[src/rtl/pms_pkg.sv]
package pms_pkg;

    typedef enum logic [2:0] {
        M_RUN   = 3'd0,
        M_IDLE  = 3'd1,
        M_PDOWN = 3'd2,
        M_WAKE  = 3'd3,
        M_RESET = 3'd4
    } pms_mode_e;

    typedef struct packed {
        logic cpu;
        logic per;
        logic osc;
        logic rst;
    } pms_gate_t;

    // Register defaults the strobe reloads (consumed by the register file)
    localparam logic [7:0] SP_DEFAULT   = 8'h07;
    localparam logic [7:0] PORT_DEFAULT = 8'hFF;
    localparam logic [7:0] CTRL_DEFAULT = 8'h00;

    function automatic pms_gate_t gate_of(pms_mode_e m);
        pms_gate_t g;
        case (m)
            M_RUN:   g = '{cpu: 1'b1, per: 1'b1, osc: 1'b1, rst: 1'b0};
            M_IDLE:  g = '{cpu: 1'b0, per: 1'b1, osc: 1'b1, rst: 1'b0};
            M_PDOWN: g = '{cpu: 1'b0, per: 1'b0, osc: 1'b0, rst: 1'b0};
            M_WAKE:  g = '{cpu: 1'b0, per: 1'b0, osc: 1'b1, rst: 1'b0};
            M_RESET: g = '{cpu: 1'b1, per: 1'b1, osc: 1'b1, rst: 1'b1};
            default: g = '{cpu: 1'b0, per: 1'b0, osc: 1'b0, rst: 1'b0};
        endcase
        return g;
    endfunction

    function automatic logic osc_stopped(pms_mode_e m);
        return (m == M_PDOWN);
    endfunction

endpackage

[src/rtl/pms_sat_cnt.sv]
module pms_sat_cnt #(
    parameter int MAX = 23
) (
    input  logic clk,
    input  logic rst,
    input  logic clear,
    input  logic inc,
    output logic full
);
    localparam int W = (MAX < 1) ? 1 : $clog2(MAX + 1);
    localparam logic [W-1:0] LIMIT = W'(MAX);

    logic [W-1:0] cnt_q;

    always_ff @(posedge clk) begin
        if (rst || clear) begin
            cnt_q <= '0;
        end else if (inc && (cnt_q != LIMIT)) begin
            cnt_q <= cnt_q + W'(1);
        end
    end

    assign full = (cnt_q == LIMIT);

    // the counter saturates and never passes its limit
    assert_cnt_bound_R7: assert property (@(posedge clk) disable iff (rst)
        cnt_q <= LIMIT);

endmodule

[src/rtl/pms_rst_qual.sv]
module pms_rst_qual
    import pms_pkg::*;
#(
    parameter int RST_CLKS = 24
) (
    input  logic      clk,
    input  logic      rst,
    input  logic      rst_pin,
    input  pms_mode_e mode,
    output logic      qual_done
);
    logic full;
    logic clear;

    // counting needs a running oscillator and an unbroken high pin
    assign clear = !rst_pin || osc_stopped(mode);

    pms_sat_cnt #(.MAX(RST_CLKS - 1)) u_cnt (
        .clk  (clk),
        .rst  (rst),
        .clear(clear),
        .inc  (1'b1),
        .full (full)
    );

    assign qual_done = rst_pin && full;

    // a qualified reset implies the pin was already high one edge ago
    assert_qual_history_R7: assert property (@(posedge clk) disable iff (rst)
        qual_done |-> $past(rst_pin));

endmodule

[src/rtl/pms_osc_wait.sv]
module pms_osc_wait
    import pms_pkg::*;
#(
    parameter int STAB_CLKS = 40
) (
    input  logic      clk,
    input  logic      rst,
    input  pms_mode_e mode,
    output logic      stab_done
);
    logic full;
    logic in_wake;

    assign in_wake = (mode == M_WAKE);

    pms_sat_cnt #(.MAX(STAB_CLKS - 1)) u_cnt (
        .clk  (clk),
        .rst  (rst),
        .clear(!in_wake),
        .inc  (1'b1),
        .full (full)
    );

    // outside wake-up the oscillator is either running or irrelevant
    assign stab_done = !in_wake || full;

    // stabilisation in wake-up can only finish after at least one wake cycle
    assert_stab_after_wake_R10: assert property (@(posedge clk) disable iff (rst)
        (in_wake && full) |-> $past(mode == M_WAKE));

endmodule

[src/rtl/pms_mode_fsm.sv]
module pms_mode_fsm
    import pms_pkg::*;
(
    input  logic      clk,
    input  logic      rst,
    input  logic      idle_req,
    input  logic      pd_req,
    input  logic      irq_pend,
    input  logic      rst_pin,
    input  logic      qual_done,
    input  logic      stab_done,
    output pms_mode_e mode_q,
    output pms_gate_t gate,
    output logic      sfr_load
);
    pms_mode_e mode_d;
    logic      sfr_q;

    always_comb begin
        mode_d = mode_q;
        case (mode_q)
            M_RUN: begin
                if (qual_done)     mode_d = M_RESET;
                else if (pd_req)   mode_d = M_PDOWN;
                else if (idle_req) mode_d = M_IDLE;
            end
            M_IDLE: begin
                if (qual_done)     mode_d = M_RESET;
                else if (irq_pend) mode_d = M_RUN;
            end
            M_PDOWN: begin
                if (rst_pin)       mode_d = M_WAKE;
            end
            M_WAKE: begin
                if (!rst_pin)                   mode_d = M_PDOWN;
                else if (qual_done && stab_done) mode_d = M_RESET;
            end
            M_RESET: begin
                if (!rst_pin)      mode_d = M_RUN;
            end
            default:               mode_d = M_RUN;
        endcase
    end

    always_ff @(posedge clk) begin
        if (rst) begin
            mode_q <= M_RUN;
            sfr_q  <= 1'b0;
        end else begin
            mode_q <= mode_d;
            sfr_q  <= (mode_d == M_RESET) && (mode_q != M_RESET);
        end
    end

    assign gate     = gate_of(mode_q);
    assign sfr_load = sfr_q;

    assert_idle_wakes_R3: assert property (@(posedge clk) disable iff (rst)
        (mode_q == M_IDLE && irq_pend && !qual_done) |=> gate.cpu);

    assert_pd_entry_R4: assert property (@(posedge clk) disable iff (rst)
        (mode_q == M_RUN && pd_req && !qual_done) |=> (!gate.osc && !gate.per));

    assert_pd_holds_R4: assert property (@(posedge clk) disable iff (rst)
        (mode_q == M_PDOWN && !rst_pin) |=> (mode_q == M_PDOWN));

    assert_strobe_single_R8: assert property (@(posedge clk) disable iff (rst)
        sfr_load |=> !sfr_load);

    assert_strobe_on_entry_R8: assert property (@(posedge clk) disable iff (rst)
        $rose(gate.rst) |-> sfr_load);

    assert_release_R9: assert property (@(posedge clk) disable iff (rst)
        (mode_q == M_RESET && !rst_pin) |=> (mode_q == M_RUN));

endmodule

[src/rtl/pwr_mode_seq.sv]
module pwr_mode_seq
    import pms_pkg::*;
#(
    parameter int CLKS_PER_MC   = 12,
    parameter int RST_MCYCLES   = 2,
    parameter int OSC_STAB_CLKS = 40
) (
    input  logic clk,
    input  logic rst,
    input  logic idle_req,
    input  logic pd_req,
    input  logic irq_pend,
    input  logic rst_pin,
    output logic cpu_clk_en,
    output logic per_clk_en,
    output logic osc_en,
    output logic core_rst,
    output logic sfr_load,
    output logic port_force_hi
);
    localparam int RST_CLKS = CLKS_PER_MC * RST_MCYCLES;

    pms_mode_e mode;
    pms_gate_t gate;
    logic      qual_done;
    logic      stab_done;

    pms_rst_qual #(.RST_CLKS(RST_CLKS)) u_qual (
        .clk      (clk),
        .rst      (rst),
        .rst_pin  (rst_pin),
        .mode     (mode),
        .qual_done(qual_done)
    );

    pms_osc_wait #(.STAB_CLKS(OSC_STAB_CLKS)) u_osc (
        .clk      (clk),
        .rst      (rst),
        .mode     (mode),
        .stab_done(stab_done)
    );

    pms_mode_fsm u_fsm (
        .clk      (clk),
        .rst      (rst),
        .idle_req (idle_req),
        .pd_req   (pd_req),
        .irq_pend (irq_pend),
        .rst_pin  (rst_pin),
        .qual_done(qual_done),
        .stab_done(stab_done),
        .mode_q   (mode),
        .gate     (gate),
        .sfr_load (sfr_load)
    );

    assign cpu_clk_en    = gate.cpu;
    assign per_clk_en    = gate.per;
    assign osc_en        = gate.osc;
    assign core_rst      = gate.rst;
    assign port_force_hi = rst_pin || gate.rst;

    // internal reset only ever follows a pin that was high
    assert_reset_source_R7: assert property (@(posedge clk) disable iff (rst)
        $rose(core_rst) |-> $past(rst_pin));

    // CPU never clocked while the oscillator is off
    assert_cpu_needs_osc_R10: assert property (@(posedge clk) disable iff (rst)
        cpu_clk_en |-> osc_en);

endmodule

[config.mk]
export PLATFORM = sky130hd
export DESIGN_NAME = pwr_mode_seq
export DESIGN_NICKNAME = d
export VERILOG_FILES = /design/src/rtl/pms_pkg.sv /design/src/rtl/pms_sat_cnt.sv /design/src/rtl/pms_rst_qual.sv /design/src/rtl/pms_osc_wait.sv /design/src/rtl/pms_mode_fsm.sv /design/src/rtl/pwr_mode_seq.sv
export SDC_FILE = /design/constraint.sdc
export NUM_CORES = 1
export LEC_CHECK = 0
export BUFFER_PORTS_ARGS = -buffer_cell sky130_fd_sc_hd__buf_2
export CAP_MARGIN = 5
export CORE_MARGIN = 2
export CORE_UTILIZATION = 57
export CTS_BUF_LIST = sky130_fd_sc_hd__clkbuf_4
export DETAILED_ROUTE_END_ITERATION = 16
export PLACE_DENSITY = 0.92
export SLEW_MARGIN = 5
export SYNTH_ARGS = -nofsm -noshare
export SYNTH_HDL_FRONTEND = slang
export SYNTH_SLANG_ARGS = --single-unit
[constraint.sdc]
create_clock -name clk -period 1.7 [get_ports clk]
set_input_delay 0.34 -clock clk [delete_from_list [all_inputs] [get_ports clk]]
set_output_delay 0.34 -clock clk [all_outputs]
set_load 0.03 [all_outputs]
==> flow_summary.json <==
{
  "synthesis.yosys.warnings": 0,
  "vdd_drop_max_v": 0.000557,
  "pwr_density_cell_mw_per_mm2": 788,
  "io-pin-count": 12,
  "vias": 666,
  "critical-path-top-delay-family": "simple AND/OR/NAND/NOR gates",
  "grt_first_pass_wirelength_mm": 2.42,
  "detailed_place_hpwl_mm": 1.15,
  "instance_count_after_placement_with_tap_cells_included": 110,
  "postSynthAreaPerCell_sq_um": 8.93,
  "syn-num-nets": 94,
  "tritoncts": "yes",
  "synthesis.area_sq_um": 768,
  "maximum_buffer_depth_of_the_clock_tree": 2,
  "numPortBuffers": 11,
  "globalRouteOverflowTotal": 0,
  "setup_viol": 0,
  "routed_wire_length_per_instance_um": 13.3,
  "synth_enable_flop_cells": 0,
  "drive_gt1_share_pct": 28.0,
  "areaGrowthSynthToFinish_pct": 14.8,
  "design.die.area_sq_mm": 0.00166,
  "yosys-top-cells-count": "15 x dfxtp_1, 8 x nor2_1, 7 x nand3_1",
  "seq_area_frac_synth_pct": 39.1,
  "initial_utilization_pct": 59.8,
  "nNetsFinal": 109,
  "synth_top_cell_area_share_pct": 39.1,
  "synthMostInstantiatedCell": "dfxtp_1",
  "grt_max_degree": 11,
  "die_width_um": 40.7,
  "critPathArrivalTime_ns": 1.31,
  "cts.sink_count": 15,
  "drc": 0,
  "num-fill-cells": 107,
  "classification_of_the_worst_setup_path": "reg -> out",
  "cts_buffers": 3,
  "timing.reg2reg.worst_path_depth": 4,
  "cp_num_cells": 4,
  "finalMaxSlewViolations": 0,
  "critical_path_required_ns": 1.36,
  "multiInputGateArea_sq_um": 442,
  "core_area_sq_mm": 0.00128,
  "ys_ff_latch": 15,
  "postLayoutSetupSlackWorst_ns": 0.0523,
  "pre_cts_ws_ns": 0.162,
  "die_h_um": 40.7,
  "timing.hold.worst_path_depth": 3,
  "fin_crit_sh_pct": 96.9,
  "finalSetupTns_ns": 0,
  "synth.top_cells.by_area": "dfxtp_1 39%, nand3_1 4.6%, mux2i_1 3.9%",
  "grt_util_all_layers_pct": 22.7,
  "gp_congestion": 0.760,
  "syn_inst": 86,
  "insertion_delay_ns": 0.28,
  "report.final.hold_viol_count": 0,
  "cts_root_buffer": "clkbuf_4",
  "max_slew.worst_pin.slew_ns": 0.460,
  "critical_path.cell_chain": "nor2_2 -> and2_2 -> or2_2 -> buf_4",
  "netlist-cell-type-count": 33,
  "antenna-diode-count": 0,
  "async_reset_ff_share_pct": 0,
  "first_global_vias": 582,
  "grt_setup_unrepaired": "false",
  "timing.slew.headroom_pct": 69.3,
  "critPathMaxFanout": 2,
  "clock.fmax_mhz": 607,
  "startpoint_type": "flop",
  "placement_rows": 13,
  "critical-path-slowest-cell": "dfxtp_2",
  "finalClockSkew_ns": 0.00487,
  "routed_wirelength_mm": 1.53,
  "power.leakage_nw": 0.361,
  "critical_path.n_buffers_inverters": 1,
  "antenna_found_initial": 0,
  "critical_path.max_stage_delay_ns": 0.35,
  "drt_pre_antenna_iters": 4,
  "finish.cell_count_without_fillers": 115,
  "drt_iter0_drc": 11,
  "nature_of_the_critical_path_endpoint": "primary output",
  "drv_cap": 0,
  "synth_flop_cell": "dfxtp_1",
  "ctsHoldBuffers": 0,
  "antenna_left": 0,
  "finalWorstPathRequiredPeriod_ns": 1.65,
  "cts.htree.levels": 1,
  "ff_latch_area_sq_um": 307,
  "synth_area_leader_cell": "dfxtp_1",
  "drt-vias-per-instance": 5.79,
  "cts.reportedPaths.clkPinSlew_ns": 0.09,
  "run_status": "complete, no violations",
  "holdCritPathClass": "in -> reg"
}
-- layout by cell type, fill, tap and decap left out, types with 2 or more instances in the layout --
cell type  synthesis  final
a211oi_1           2      2
a21oi_1            4      4
buf_2              3     10
buf_4              0      3
clkbuf_4           0      3
dfxtp_1           15     12
dfxtp_2            0      2
ha_1               2      2
inv_1              4      4
mux2i_1            3      3
nand2_1            4      4
nand3_1            7      7
nor2_1             8      7
nor3_1             4      4
nor3b_1            3      3
o21ai_0            3      3
xnor2_1            2      2
xor2_1             3      3
-- final timing paths --
check | start | end | slack [ns]
worst max-delay path | u_fsm.mode_q[0] | port_force_hi | 0.05
worst min-delay path | rst | u_fsm.sfr_load | 0.37
worst max register to register | u_qual.u_cnt.cnt_q[0] | u_fsm.mode_q[0] | 0.16
worst min register to register | u_osc.u_cnt.cnt_q[1] | u_osc.u_cnt.cnt_q[1] | 0.49
-- cells by family (layout without fill, tap and decap cells) --
group	Yosys count	in the layout	share of synthesized area [%]
buf+inv	7	21	3.91
compound gates	18	18	17.4
flops	15	15	39.1
mux	3	3	3.91
xor+xnor	5	5	5.70
fa+ha+maj	2	2	3.26
simple gates	36	36	26.7
-- routing by layer --
metal	part of all wire (%)	GRT usage (%)	vias up
met3	3.1	8.15	2
met5	0	0	-
li1	-	-	346
met4	0.26	5.00	0
met2	51	38.5	11
met1	46	27.3	307
-- worst reg2reg max path, stage by stage, from the launching register on --
cell and delay, ns:
dfxtp_1 0.38, ha_1 0.23, nand4b_2 0.30, o311ai_1 0.40
a21boi_1 0.12
-- flip-flops by register name, summed over array words and instances (netlist names) --
signal	count
u_fsm.mode_q	3
u_fsm.sfr_load	1
u_osc.u_cnt.cnt_q	6
u_qual.u_cnt.cnt_q	5
-- power breakdown --
part	switching (mW)	total [mW]	leakage, nW	internal, mW
combinational	0.0775	0.125	0.220	0.0477
clock	0.112	0.199	0.0177	0.0872
sequential	0.00818	0.371	0.123	0.363
total	0.197	0.695	0.361	0.498
-- metrics by stage --
stage | power (mW) | instance area (sq um) | hold slack [ns] | utilization [%]
final | 0.695 | 882 | 0.372 | 68.6
after global routing | 0.730 | 882 | 0.368 | 68.6
after CTS | 0.701 | 877 | 0.368 | 68.3
after detailed placement | 0.495 | 838 | 0.482 | 65.2
after global placement | 0.491 | 838 | 0.470 | 65.2
after floorplan | 0.462 | 772 | 0.461 | -
-- cell type report --
type                       count  area share, %
inverter                       4           1.70
multi-input combinational     64           50.1
clock buffer                   3           2.55
timing repair buffer          13           8.23
tap                           15           2.13
clock inverter                 1          0.567
sequential                    15           34.8
-- what timing repair did --
item                                    4_1_cts  5_1_grt
endpoints found under the hold margin         0        0
buffers inserted                              1        0
gates resized for setup                       2        4
endpoints found under the setup margin        1        1
(Power assumes the default switching activity.)
